$ cat src/rtl/pfs_pkg.sv
// Package: shared types and helpers for the power-fail supervisor.
// Assumes: the clock frequency is a whole multiple of 1 kHz for exact hold timing.
package pfs_pkg;

    // Bit positions of the supply flags in the synchroniser vector
    localparam int unsigned FLAG_TOL = 0;
    localparam int unsigned FLAG_SW  = 1;
    localparam int unsigned FLAG_N   = 2;

    // Converts a hold time in milliseconds to a count of clock cycles
    function automatic int unsigned hold_cycles(input int unsigned clk_hz,
                                                input int unsigned hold_ms);
        return (clk_hz / 1000) * hold_ms;
    endfunction

endpackage

$ cat src/rtl/pfs_sync.sv
// Module: pfs_sync
// Brings WIDTH asynchronous level flags into the clock domain through two
// flip-flops per bit. It assumes the flags are quasi-static levels, so no
// pulse stretching or handshaking is needed.
module pfs_sync #(
    parameter int unsigned WIDTH = 2
) (
    input  logic             clk,
    input  logic             rst_n,
    input  logic [WIDTH-1:0] d_i,
    output logic [WIDTH-1:0] q_o
);

    logic [WIDTH-1:0] meta_q;
    logic [WIDTH-1:0] stab_q;

    // Two-stage capture per bit; reset reads as "supply bad"
    always_ff @(posedge clk) begin
        if (!rst_n) begin
            meta_q <= '0;
            stab_q <= '0;
        end else begin
            meta_q <= d_i;
            stab_q <= meta_q;
        end
    end

    assign q_o = stab_q;


    sync_delay_chk: assert property (@(posedge clk) disable iff (!rst_n)
        ($past(rst_n) && $past(rst_n, 2)) |-> (q_o == $past(d_i, 2)));

endmodule

$ cat src/rtl/pfs_hold_timer.sv
// Module: pfs_hold_timer
// Counts HOLD_CYCLES consecutive cycles with run_i high and then raises
// done_o. done_o stays high while run_i stays high. Any low cycle on run_i
// clears both the count and done_o. It assumes HOLD_CYCLES >= 1.
module pfs_hold_timer #(
    parameter int unsigned HOLD_CYCLES = 200000
) (
    input  logic clk,
    input  logic rst_n,
    input  logic run_i,
    output logic done_o
);

    localparam int unsigned CW = (HOLD_CYCLES < 2) ? 1 : $clog2(HOLD_CYCLES);
    localparam logic [CW-1:0] LAST = CW'(HOLD_CYCLES - 1);

    logic [CW-1:0] cnt_q;
    logic          done_q;

    // Hold counter: restarts on any dropout, saturates through done_q
    always_ff @(posedge clk) begin
        if (!rst_n) begin
            cnt_q  <= '0;
            done_q <= 1'b0;
        end else if (!run_i) begin
            cnt_q  <= '0;
            done_q <= 1'b0;
        end else if (!done_q) begin
            if (cnt_q == LAST) begin
                done_q <= 1'b1;
            end else begin
                cnt_q <= cnt_q + 1'b1;
            end
        end
    end

    assign done_o = done_q;


    clear_on_drop_chk: assert property (@(posedge clk) disable iff (!rst_n)
        !run_i |=> !done_o);


    done_sticky_chk: assert property (@(posedge clk) disable iff (!rst_n)
        (done_o && run_i) |=> done_o);


    done_needs_run_chk: assert property (@(posedge clk) disable iff (!rst_n)
        $rose(done_o) |-> $past(run_i));


    cnt_range_chk: assert property (@(posedge clk) disable iff (!rst_n)
        cnt_q <= LAST);

endmodule

$ cat src/rtl/pfs_supervisor.sv
// Module: pfs_supervisor
// Top of the power-fail supervisor. It synchronises the two supply flags,
// holds reset for a timed interval after recovery, and drives write protect
// and backup select straight from the synchronised flags. It assumes the
// flags come from comparators with their own hysteresis.
module pfs_supervisor #(
    parameter int unsigned CLK_HZ  = 1000000,
    parameter int unsigned HOLD_MS = 200
) (
    input  logic clk,
    input  logic rst_n,
    input  logic supply_in_tol_i,
    input  logic supply_above_sw_i,
    output logic rst_pull_o,
    output logic wp_en_o,
    output logic backup_sel_o
);

    import pfs_pkg::*;

    localparam int unsigned HOLD_CYCLES = hold_cycles(CLK_HZ, HOLD_MS);

    logic [FLAG_N-1:0] raw_flags;
    logic [FLAG_N-1:0] sync_flags;
    logic              tol_s;
    logic              sw_s;
    logic              hold_done;

    // Pack the asynchronous flags for the synchroniser
    always_comb begin
        raw_flags           = '0;
        raw_flags[FLAG_TOL] = supply_in_tol_i;
        raw_flags[FLAG_SW]  = supply_above_sw_i;
    end

    pfs_sync #(
        .WIDTH (FLAG_N)
    ) i_sync (
        .clk   (clk),
        .rst_n (rst_n),
        .d_i   (raw_flags),
        .q_o   (sync_flags)
    );

    assign tol_s = sync_flags[FLAG_TOL];
    assign sw_s  = sync_flags[FLAG_SW];

    pfs_hold_timer #(
        .HOLD_CYCLES (HOLD_CYCLES)
    ) i_hold (
        .clk    (clk),
        .rst_n  (rst_n),
        .run_i  (tol_s),
        .done_o (hold_done)
    );

    // Output decode: reset pad enable, write protect, backup source select
    always_comb begin
        rst_pull_o   = !tol_s || !hold_done;
        wp_en_o      = !tol_s;
        backup_sel_o = !sw_s;
    end


    release_implies_write_chk: assert property (@(posedge clk) disable iff (!rst_n)
        !rst_pull_o |-> !wp_en_o);


    drop_pulls_reset_chk: assert property (@(posedge clk) disable iff (!rst_n)
        $rose(wp_en_o) |-> rst_pull_o);


    release_after_hold_chk: assert property (@(posedge clk) disable iff (!rst_n)
        $fell(rst_pull_o) |-> $past(!wp_en_o));

endmodule

$ cat config.mk
export PLATFORM = sky130hd
export DESIGN_NAME = pfs_supervisor
export DESIGN_NICKNAME = d
export VERILOG_FILES = /design/src/rtl/pfs_pkg.sv /design/src/rtl/pfs_sync.sv /design/src/rtl/pfs_hold_timer.sv /design/src/rtl/pfs_supervisor.sv
export SDC_FILE = /design/constraint.sdc
export NUM_CORES = 1
export LEC_CHECK = 0
export BUFFER_PORTS_ARGS = -buffer_cell sky130_fd_sc_hd__buf_2
export CAP_MARGIN = 20
export CORE_MARGIN = 2
export CORE_UTILIZATION = 40
export DETAILED_ROUTE_END_ITERATION = 7
export GPL_ROUTABILITY_DRIVEN = 0
export SLEW_MARGIN = 10
export SYNTH_ARGS = -nofsm -noshare
export SYNTH_HDL_FRONTEND = slang
export SYNTH_SLANG_ARGS = --single-unit
export TNS_END_PERCENT = 5
$ cat constraint.sdc
create_clock -name clk -period 2.2 [get_ports clk]
set_clock_uncertainty 0.05 [all_clocks]
set_input_delay 0.11 -clock clk [delete_from_list [all_inputs] [get_ports clk]]
set_output_delay 0.11 -clock clk [all_outputs]
set_load 0.02 [all_outputs]
==> Word level (Yosys, flattened, before mapping) <==
Cells that the tools add are included.
{ "classes": {"reduce_logical": 6, "div": 0, "muxes": 2, "eq_ne": 1, "n_addsub": 1, "order_cmp": 0, "bitwise": 2, "mul": 0, "shift": 0} }
{ "op_table": {"columns": ["operator", "count"], "rows": [
  ["adder 18 x 1 -> 18 bit, second input constant", 1],
  ["equality test 18 bit, second input constant", 1],
  ["AND reduction 2 bit", 2],
  ["zero test 1 bit", 3],
  ["two-way mux 1 bit", 2],
  ["inverter 1 bit", 2],
  ["logical OR 1 bit", 1]
]} }
{ "totals": {"rom_bits": 0, "input_bits": 4, "mem_count": 0, "ramBits": 0, "latch_bits": 0, "register_bits": 23, "out_inout_bits": 3, "wordCells": 16} }

==> Longest topological paths before layout <==
Gate-level depths: netlist of run 1.
{ "depth": {"word_depth": 3, "mapped_depth": 7, "depth_no_buf": 5} }

==> By module <==
Synthesis of run 1 repeated with hierarchy kept, for this count alone.
{ "hier_totals": {"cells_unflattened": 121, "area_unflattened_um2": 1076.0} }
{ "by_module_without_submodules": {"columns": ["module", "cells_each", "area_each_um2", "instances", "seq_area_each_um2"], "rows": [
  ["pfs_hold_timer", 110, 959.7, 1, 380.4],
  ["pfs_sync", 8, 105.1, 1, 80.1],
  ["pfs_supervisor", 3, 11.3, 1, 0.0]
]} }

==> Worst setup path after synthesis of run 1 <==
Ideal clock, no wire load.
{ "synth_timing": {"path_kind": "reg2reg", "startpoint": "register i_hold.done_q (netlist: i_hold.done_o)", "endpoint": "register i_hold.cnt_q[17]", "synth_period_minus_slack_ps": 2025, "arrival_ps": 1904, "stages_incl_launch_ff": 8, "required_time_ps": 2079, "n_path_buf": 3, "setup_ps": 71, "slack_ps": 175, "cell_sequence": "dfxtp_1 -> buf_6 -> and4b_1 -> buf_4 -> or4b_1 -> buf_2 -> or4_1 -> a21oi_1"} }
{ "synth_via": {"elab_chain_cells": 2} }
{ "synth_rtl": {"columns": ["item", "line_no", "text"], "rows": [
  ["start: declaration", "pfs_hold_timer.sv:18", "logic done_q;"],
  ["start signal: assignment", "pfs_hold_timer.sv:24", "done_q <= 1'b0;"],
  ["start signal: assignment", "pfs_hold_timer.sv:27", "done_q <= 1'b0;"],
  ["start signal: assignment", "pfs_hold_timer.sv:30", "done_q <= 1'b1;"],
  ["inverter 1 bit (no source line)", null, null],
  ["AND reduction 2 bit (no source line)", null, null],
  ["end signal: assignment", "pfs_hold_timer.sv:32", "cnt_q <= cnt_q + 1'b1;"],
  ["end: declaration", "pfs_hold_timer.sv:17", "logic [CW-1:0] cnt_q;"]
]} }
No other way between the ends.
A chain may end at the register's enable or synchronous reset.

==> Worst setup path after layout of run 1 <==
{ "layout_timing": {"startpoint": "register i_hold.cnt_q[0]", "endpoint": "register i_hold.cnt_q[17]"} }
{ "layout_via": {"elab_chain_cells": 3, "word_cells_on_any_way": 4, "cone_classes": "add/sub: 1; eq/ne: 1; bitwise: 1; reduce/logical: 1"} }
{ "layout_rtl": {"columns": ["item"], "rows": [
  ["parallel branches: the longest is 3 deep, another holds adder 18 x 1 -> 18 bit"]
]} }
Parallel ways; which one is timed is not known.

==> impl_metrics.env, run 1 <==
export IMPL_status="finished clean"
export IMPL_area_delta_synth_final_pct=13.3
export IMPL_min_period_ns=1.96
export IMPL_report_final_setup_viol=0
export IMPL_final_common_cell="dfxtp_1"
export IMPL_fp_row_count=18
export IMPL_diodes=0
export IMPL_wl_um=2200
export IMPL_netlist_area_sq_um=1090
export IMPL_grtUsageTotal=0.151
export IMPL_power_share_clock=0.300
export IMPL_critical_path_max_stage_delay_ns=0.56
export IMPL_worstReg2RegStart="i_hold.cnt_q[0]$_SDFFE_PN0P_"
export IMPL_setup_tns_ns=0
export IMPL_cp_required_ns=2.40
export IMPL_max_freq_mhz=509
export IMPL_synthArstFlopShare=0
export IMPL_cts_tree="built"
export IMPL_crit_path_cell_trace="and4b_1, or4b_1, or4_1, a21oi_1"
export IMPL_cp_num_buf_inv=0
export IMPL_min_to="i_sync.q_o[1]$_SDFF_PN0_"
export IMPL_cts_buffer_depth=2
export IMPL_r2r_cells=4
export IMPL_ys_ff_latch=23
export IMPL_ys_flop_type="dfxtp_1"
export IMPL_worst_pin_slew_ns=0.376
export IMPL_rsz0062_at_grt="false"
export IMPL_fp_dieW_um=56.2
export IMPL_dp_cells=160
export IMPL_start_util=0.432
export IMPL_hp_start="i_sync.meta_q[1]$_SDFF_PN0_"
export IMPL_crit_path_start_kind="register"
export IMPL_hp_class="register to register"
export IMPL_root_buffer="clkbuf_4"
export IMPL_synth_area_per_cell_sq_um=8.64
export IMPL_synth_edf_count=0
export IMPL_pre_cts_slack_ns=0.260
export IMPL_synth_net_count=131
export IMPL_wl_per_cell_um=13.0
export IMPL_io_pins=7
export IMPL_nets=145
export IMPL_finalPower_uw=638
export IMPL_pwr_density_cell_nw_per_um2=517
export IMPL_seq_power_share=0.664
export IMPL_dpl_cell_area_sq_um=1160
export IMPL_die_y_um=56.2
export IMPL_combPwrFrac=0.037
export IMPL_switching_share=0.210
export IMPL_leakagePower_uw=0.000387
export IMPL_grt_pass1_vias=830
export IMPL_drc_errors=0
export IMPL_io_buffer_count=6
export IMPL_postRouteAntennaNets=0
export IMPL_report_final_hold_viol_count=0
export IMPL_drive_gt1_frac=0.122
export IMPL_ctsHoldBuffers=5
export IMPL_yosysUniqueCellTypes=35
export IMPL_most_common_layout_cells="23 x dfxtp_1, 10 x a21oi_1, 8 x nand2_1"
export IMPL_grt_remaining_overflow=0
export IMPL_crit_slowest_cell="or4b_1"
export IMPL_r2r_end="i_hold.cnt_q[17]$_SDFFE_PN0P_"
export IMPL_crit_path_max_fanout=8
export IMPL_h_tree_depth=1
export IMPL_clk_latency_ns=0.30
export IMPL_synth_cells=126
export IMPL_critical_path_class="register to register"
export IMPL_vias_per_cell=5.66
export IMPL_finalNonFillerCells=169
export IMPL_first_pass_iters=6
export IMPL_clk_pin_slew_worst_paths_ns=0.12
export IMPL_postCtsSetupBuffers=0
export IMPL_fin_ws_ns=0.237
export IMPL_crit_family="simple AND/OR/NAND/NOR gates"
export IMPL_p_switching_uw=134
export IMPL_fin_crit_sh=0.892
export IMPL_slew_violations=0
export IMPL_cp_arrival_ns=2.16
export IMPL_relSlewSlack=0.749
export IMPL_cts_num_sinks=23
export IMPL_fin_area_sq_um=1230
export IMPL_dp_hpwl_um=1580
export IMPL_drv_cap=0
export IMPL_r2r_slack_ns=0.24
export IMPL_yosys_warnings=0
export IMPL_ir_drop_mv=0.309
export IMPL_grt_pass1_wl_um=3800
export IMPL_die_area_sq_um=3150
export IMPL_drtIter0Drc=21
export IMPL_grt_max_degree=13
export IMPL_yosysSeqAreaShare=0.423
export IMPL_end_kind="register"
export IMPL_core_sq_um=2520
export IMPL_cts_resized=0
export IMPL_holdPathStages=1
export IMPL_antenna_found_initial=0
export IMPL_intPower_uw=504
export IMPL_num_fill_cells=253
export IMPL_cts_made_buffers=3
export IMPL_vias=956
## cells in the mapped netlist (3+ instances only)
| cell type | count | area, sq um |
|---|---|---|
| o31ai_1 | 4 | 30.0 |
| and2_1 | 5 | 31.3 |
| or3_1 | 4 | 25.0 |
| a31oi_1 | 3 | 18.8 |
| nor4_1 | 3 | 18.8 |
| or4_1 | 5 | 37.5 |
| dfxtp_1 | 23 | 460 |
| clkbuf_1 | 4 | 15.0 |
| a21oi_1 | 10 | 50.1 |
| nand4_1 | 5 | 31.3 |
| and3_1 | 3 | 18.8 |
| nor2_1 | 5 | 18.8 |
| o21ai_0 | 6 | 30.0 |
| nand2_1 | 8 | 30.0 |
| nand3_1 | 4 | 20.0 |
| inv_1 | 7 | 26.3 |
## flip-flops by register name, summed over array words and instances (netlist names)
register	cells
i_hold.cnt_q	18
i_hold.done_o	1
i_sync.meta_q	2
i_sync.q_o	2
## layout make-up
cell class | count | area (sq um) | share of cell area
well taps | 30 | 37.5 | 0.0304
repair buffers | 17 | 125 | 0.101
multi-input cells | 88 | 558 | 0.452
inverters | 7 | 26.3 | 0.0213
clock buffers | 4 | 26.3 | 0.0213
flip-flops and latches | 23 | 460 | 0.373
## kinds of logic (layout without fill, tap and decap cells)
group,after synthesis,in the layout,synth area share
buffers and inverters,15,28,0.0644
AND/OR/NAND/NOR,53,53,0.300
XOR/XNOR,4,4,0.0322
adder cells (fa/ha/maj),1,1,0.0115
flip-flops,23,23,0.423
AO/OA/AOI/OAI,30,30,0.169
## through the flow
stage	hold slack (ns)	util
floorplan	0.182	-
global placement	0.265	0.459
detailed placement	0.277	0.459
CTS	0.406	0.489
global route	0.416	0.489
finish	0.402	0.489
## routing by layer
metal	share of wire	global-route usage	up-vias
met5	0	0	-
met2	0.47	0.237	5
met4	0.0068	0.0612	0
met1	0.50	0.207	455
li1	-	-	494
met3	0.016	0.0209	2
## power groups by stage
stage | combinational [uW] | sequential (uW) | clock (uW)
global route | 26.3 | 424 | 220
CTS | 23.3 | 424 | 205
floorplan | 10.0 | 432 | 0
finish | 23.4 | 424 | 191
detailed placement | 16.6 | 433 | 0
global placement | 16.3 | 433 | 0
## worst max path at each step
stage | cells after the start | slack [ns] | from | to
global route | 4 | 0.1 | i_hold.cnt_q[0]$_SDFFE_PN0P_ | i_hold.cnt_q[17]$_SDFFE_PN0P_
finish | 4 | 0.24 | i_hold.cnt_q[0]$_SDFFE_PN0P_ | i_hold.cnt_q[17]$_SDFFE_PN0P_
CTS | 4 | 0.23 | i_hold.cnt_q[0]$_SDFFE_PN0P_ | i_hold.cnt_q[17]$_SDFFE_PN0P_
global placement | 5 | 0.27 | i_hold.cnt_q[13]$_SDFFE_PN0P_ | i_hold.cnt_q[5]$_SDFFE_PN0P_
floorplan | 7 | 0.18 | i_hold.done_o$_SDFF_PN0_ | i_hold.cnt_q[17]$_SDFFE_PN0P_
detailed placement | 4 | 0.26 | i_hold.cnt_q[0]$_SDFFE_PN0P_ | i_hold.cnt_q[17]$_SDFFE_PN0P_
Power figures use the tool's default switching activity.
==> run 2: changes to the inputs <==
SYNTH_HIERARCHICAL = 1   (was default)
==> run 2 against run 1 <==
  * Power rose by 1.2%
  * Area after synthesis fell by 1.1%
  * Via count is 6.8% lower
  * Register-to-register slack improved by 0.12 ns
  * Final area fell by 2.9%
  * Combinational power shrank 2%
  * Clock power grew 4%
  * Maximum frequency increased by 6.5%
  * First-iteration DRC count shrank 24%
  * Largest power group unchanged
  * Sequential cell count did not move
  * Sequential power is essentially flat
==> impl_metrics.env, run 2 <==
export IMPL_fin_ws_ns=0.356
export IMPL_fin_util=0.475
export IMPL_synth_mux_area_fraction=0
export IMPL_final_common_cell="dfxtp_1"
export IMPL_pre_cts_slack_ns=0.394
export IMPL_r2r_cells=5
export IMPL_cts_tree="built"
export IMPL_h_tree_depth=1
export IMPL_crit_path_start_kind="register"
export IMPL_min_period_ns=1.84
export IMPL_cts_num_sinks=23
export IMPL_diodes=0
export IMPL_status="finished clean"
export IMPL_cts_made_buffers=3
export IMPL_slew_violations=0
export IMPL_io_buffer_count=6
export IMPL_max_freq_mhz=542
export IMPL_holdPathStages=1
export IMPL_relSlewSlack=0.738
export IMPL_area_delta_synth_final_pct=11.3
export IMPL_synth_area_top_cells="dfxtp_1 43%, a21oi_1 4.2%, nand2_1 3.8%"
export IMPL_netlist_area_sq_um=1080
export IMPL_critical_path_max_stage_delay_ns=0.50
export IMPL_cp_depth=5
export IMPL_synth_top_area_frac=0.428
export IMPL_clk_pin_slew_worst_paths_ns=0.13
export IMPL_pwr_density_cell_nw_per_um2=539
export IMPL_antenna_found_initial=0
export IMPL_io_pins=7
export IMPL_fp_dieW_um=55.9
export IMPL_root_buffer="clkbuf_4"
export IMPL_end_kind="register"
export IMPL_grt_pass1_wl_um=3600
export IMPL_cts_resized=0
export IMPL_drtIter0Drc=16
export IMPL_synth_compound_gate_area_share=0.134
export IMPL_synth_most_common_cell="dfxtp_1"
export IMPL_clk_latency_ns=0.32
export IMPL_cp_arrival_ns=2.05
export IMPL_ys_ff_latch=23
export IMPL_drc_errors=0
export IMPL_largest_reg_flops=18
export IMPL_max_flop_register="i_hold/cnt_q"
export IMPL_die_area_sq_um=3120
export IMPL_report_final_setup_viol=0
export IMPL_synth_top_family_by_area="simple AND/OR/NAND/NOR gates"
export IMPL_crit_path_cell_trace="ha_1, and4b_1, nand2_4, or4_1, a21oi_1"
export IMPL_hp_class="register to register"
export IMPL_start_util=0.427
export IMPL_critical_path_class="register to register"
export IMPL_fp_row_count=18
export IMPL_first_pass_iters=4
export IMPL_synthAdderAreaFrac=0.0116
export IMPL_crit_slowest_cell="or4_1"
export IMPL_report_final_hold_viol_count=0
export IMPL_synth_edf_count=0
export IMPL_wl_um=2080
export IMPL_yosys_top_cells_count="23 x dfxtp_1, 11 x nand2_1, 9 x a21oi_1"
export IMPL_synth_xor_area_share=0.0326
export IMPL_yosysTopAreaCell="dfxtp_1"
export IMPL_vias_per_cell=5.50
export IMPL_grt_remaining_overflow=0
export IMPL_postRouteAntennaNets=0
export IMPL_yosysUniqueCellTypes=34
export IMPL_cp_required_ns=2.40
export IMPL_cts_buffer_depth=2
export IMPL_core_sq_um=2520
export IMPL_ys_flop_type="dfxtp_1"
export IMPL_leakagePower_uw=0.000452
export IMPL_synth_net_count=126
export IMPL_fin_crit_sh=0.838
export IMPL_ir_drop_mv=0.451
export IMPL_synth_area_per_cell_sq_um=8.89
export IMPL_setup_tns_ns=0
export IMPL_synth_cells=121
export IMPL_wl_per_cell_um=12.9
export IMPL_grt_max_degree=14
export IMPL_rsz0062_at_grt="false"
export IMPL_yosys_warnings=6
export IMPL_grt_pass1_vias=797
export IMPL_yosysSeqAreaShare=0.428
export IMPL_vias=891
export IMPL_crit_path_max_fanout=6
export IMPL_yosys_area_share_simple=0.355
export IMPL_grtUsageTotal=0.145
export IMPL_worst_pin_slew_ns=0.393
export IMPL_hold_worst_slack_ns=0.397
export IMPL_most_common_layout_cells="23 x dfxtp_1, 11 x nand2_1, 9 x a21oi_1"
export IMPL_drive_gt1_frac=0.152
export IMPL_cp_num_buf_inv=0
export IMPL_dp_hpwl_um=1480
export IMPL_die_y_um=55.9
export IMPL_crit_family="simple AND/OR/NAND/NOR gates"
export IMPL_drv_cap=0
export IMPL_nets=138
export IMPL_synthArstFlopShare=0
[run 2: layout make-up]
| type | instances | area [sq um] |
|---|---|---|
| clock buffers | 3 | 22.5 |
| clock inverters | 1 | 5.00 |
| fillers | 259 | 1330 |
| inverters | 3 | 11.3 |
| multi-input cells | 90 | 573 |
| flip-flops and latches | 23 | 460 |
| well taps | 30 | 37.5 |
| repair buffers | 12 | 87.6 |
[run 2: routing by layer]
metal | vias up | GRT usage | wire length [um] | part of all wire
met5 | - | 0 | 0 | 0
met1 | 407 | 0.195 | 1040 | 0.50
met4 | 0 | 0.0714 | 43 | 0.021
li1 | 466 | - | - | -
met2 | 13 | 0.221 | 936 | 0.45
met3 | 5 | 0.0279 | 67 | 0.032
[run 2: stage by stage]
step | area, sq um | power (uW) | std cells
after global placement | 1120 | 448 | 153
after detailed placement | 1120 | 449 | 153
final | 1200 | 646 | 162
after global routing | 1200 | 673 | 162
after floorplan | 1080 | 442 | 121
after CTS | 1200 | 655 | 162
[run 2: what timing repair did]
action	in CTS	in global routing
endpoints found under the setup margin	0	0
setup buffers	0	0
hold endpoints to repair	4	0
hold buffers	5	0
[run 2: final timing paths]
path | start | end | slack [ns]
max | i_hold/cnt_q[0]$_SDFFE_PN0P_ | i_hold/cnt_q[16]$_SDFFE_PN0P_ | 0.36
min | i_sync/meta_q[1]$_SDFF_PN0_ | i_sync/q_o[1]$_SDFF_PN0_ | 0.40
max reg2reg | i_hold/cnt_q[0]$_SDFFE_PN0P_ | i_hold/cnt_q[16]$_SDFFE_PN0P_ | 0.36
min reg2reg | i_sync/meta_q[1]$_SDFF_PN0_ | i_sync/q_o[1]$_SDFF_PN0_ | 0.40
[run 2: kinds of logic (layout without fill, tap and decap cells)]
| family | count (synthesis) | in the layout |
|---|---|---|
| AND/OR/NAND/NOR | 61 | 61 |
| XOR/XNOR | 4 | 4 |
| flip-flops | 23 | 23 |
| AO/OA/AOI/OAI | 24 | 24 |
| adder cells (fa/ha/maj) | 1 | 1 |
| buffers and inverters | 8 | 19 |
[run 2: power by group]
group	switching [uW]	internal, uW
combinational	10.5	12.6
clock	131	68.2
sequential	2.52	421
[run 2: worst reg2reg max path: cells and delay by family (launching register included)]
kind,cells,cell delay [ns]
AO/OA/AOI/OAI,1,0.15
adder cells (fa/ha/maj),1,0.22
flip-flops,1,0.41
AND/OR/NAND/NOR,3,0.94
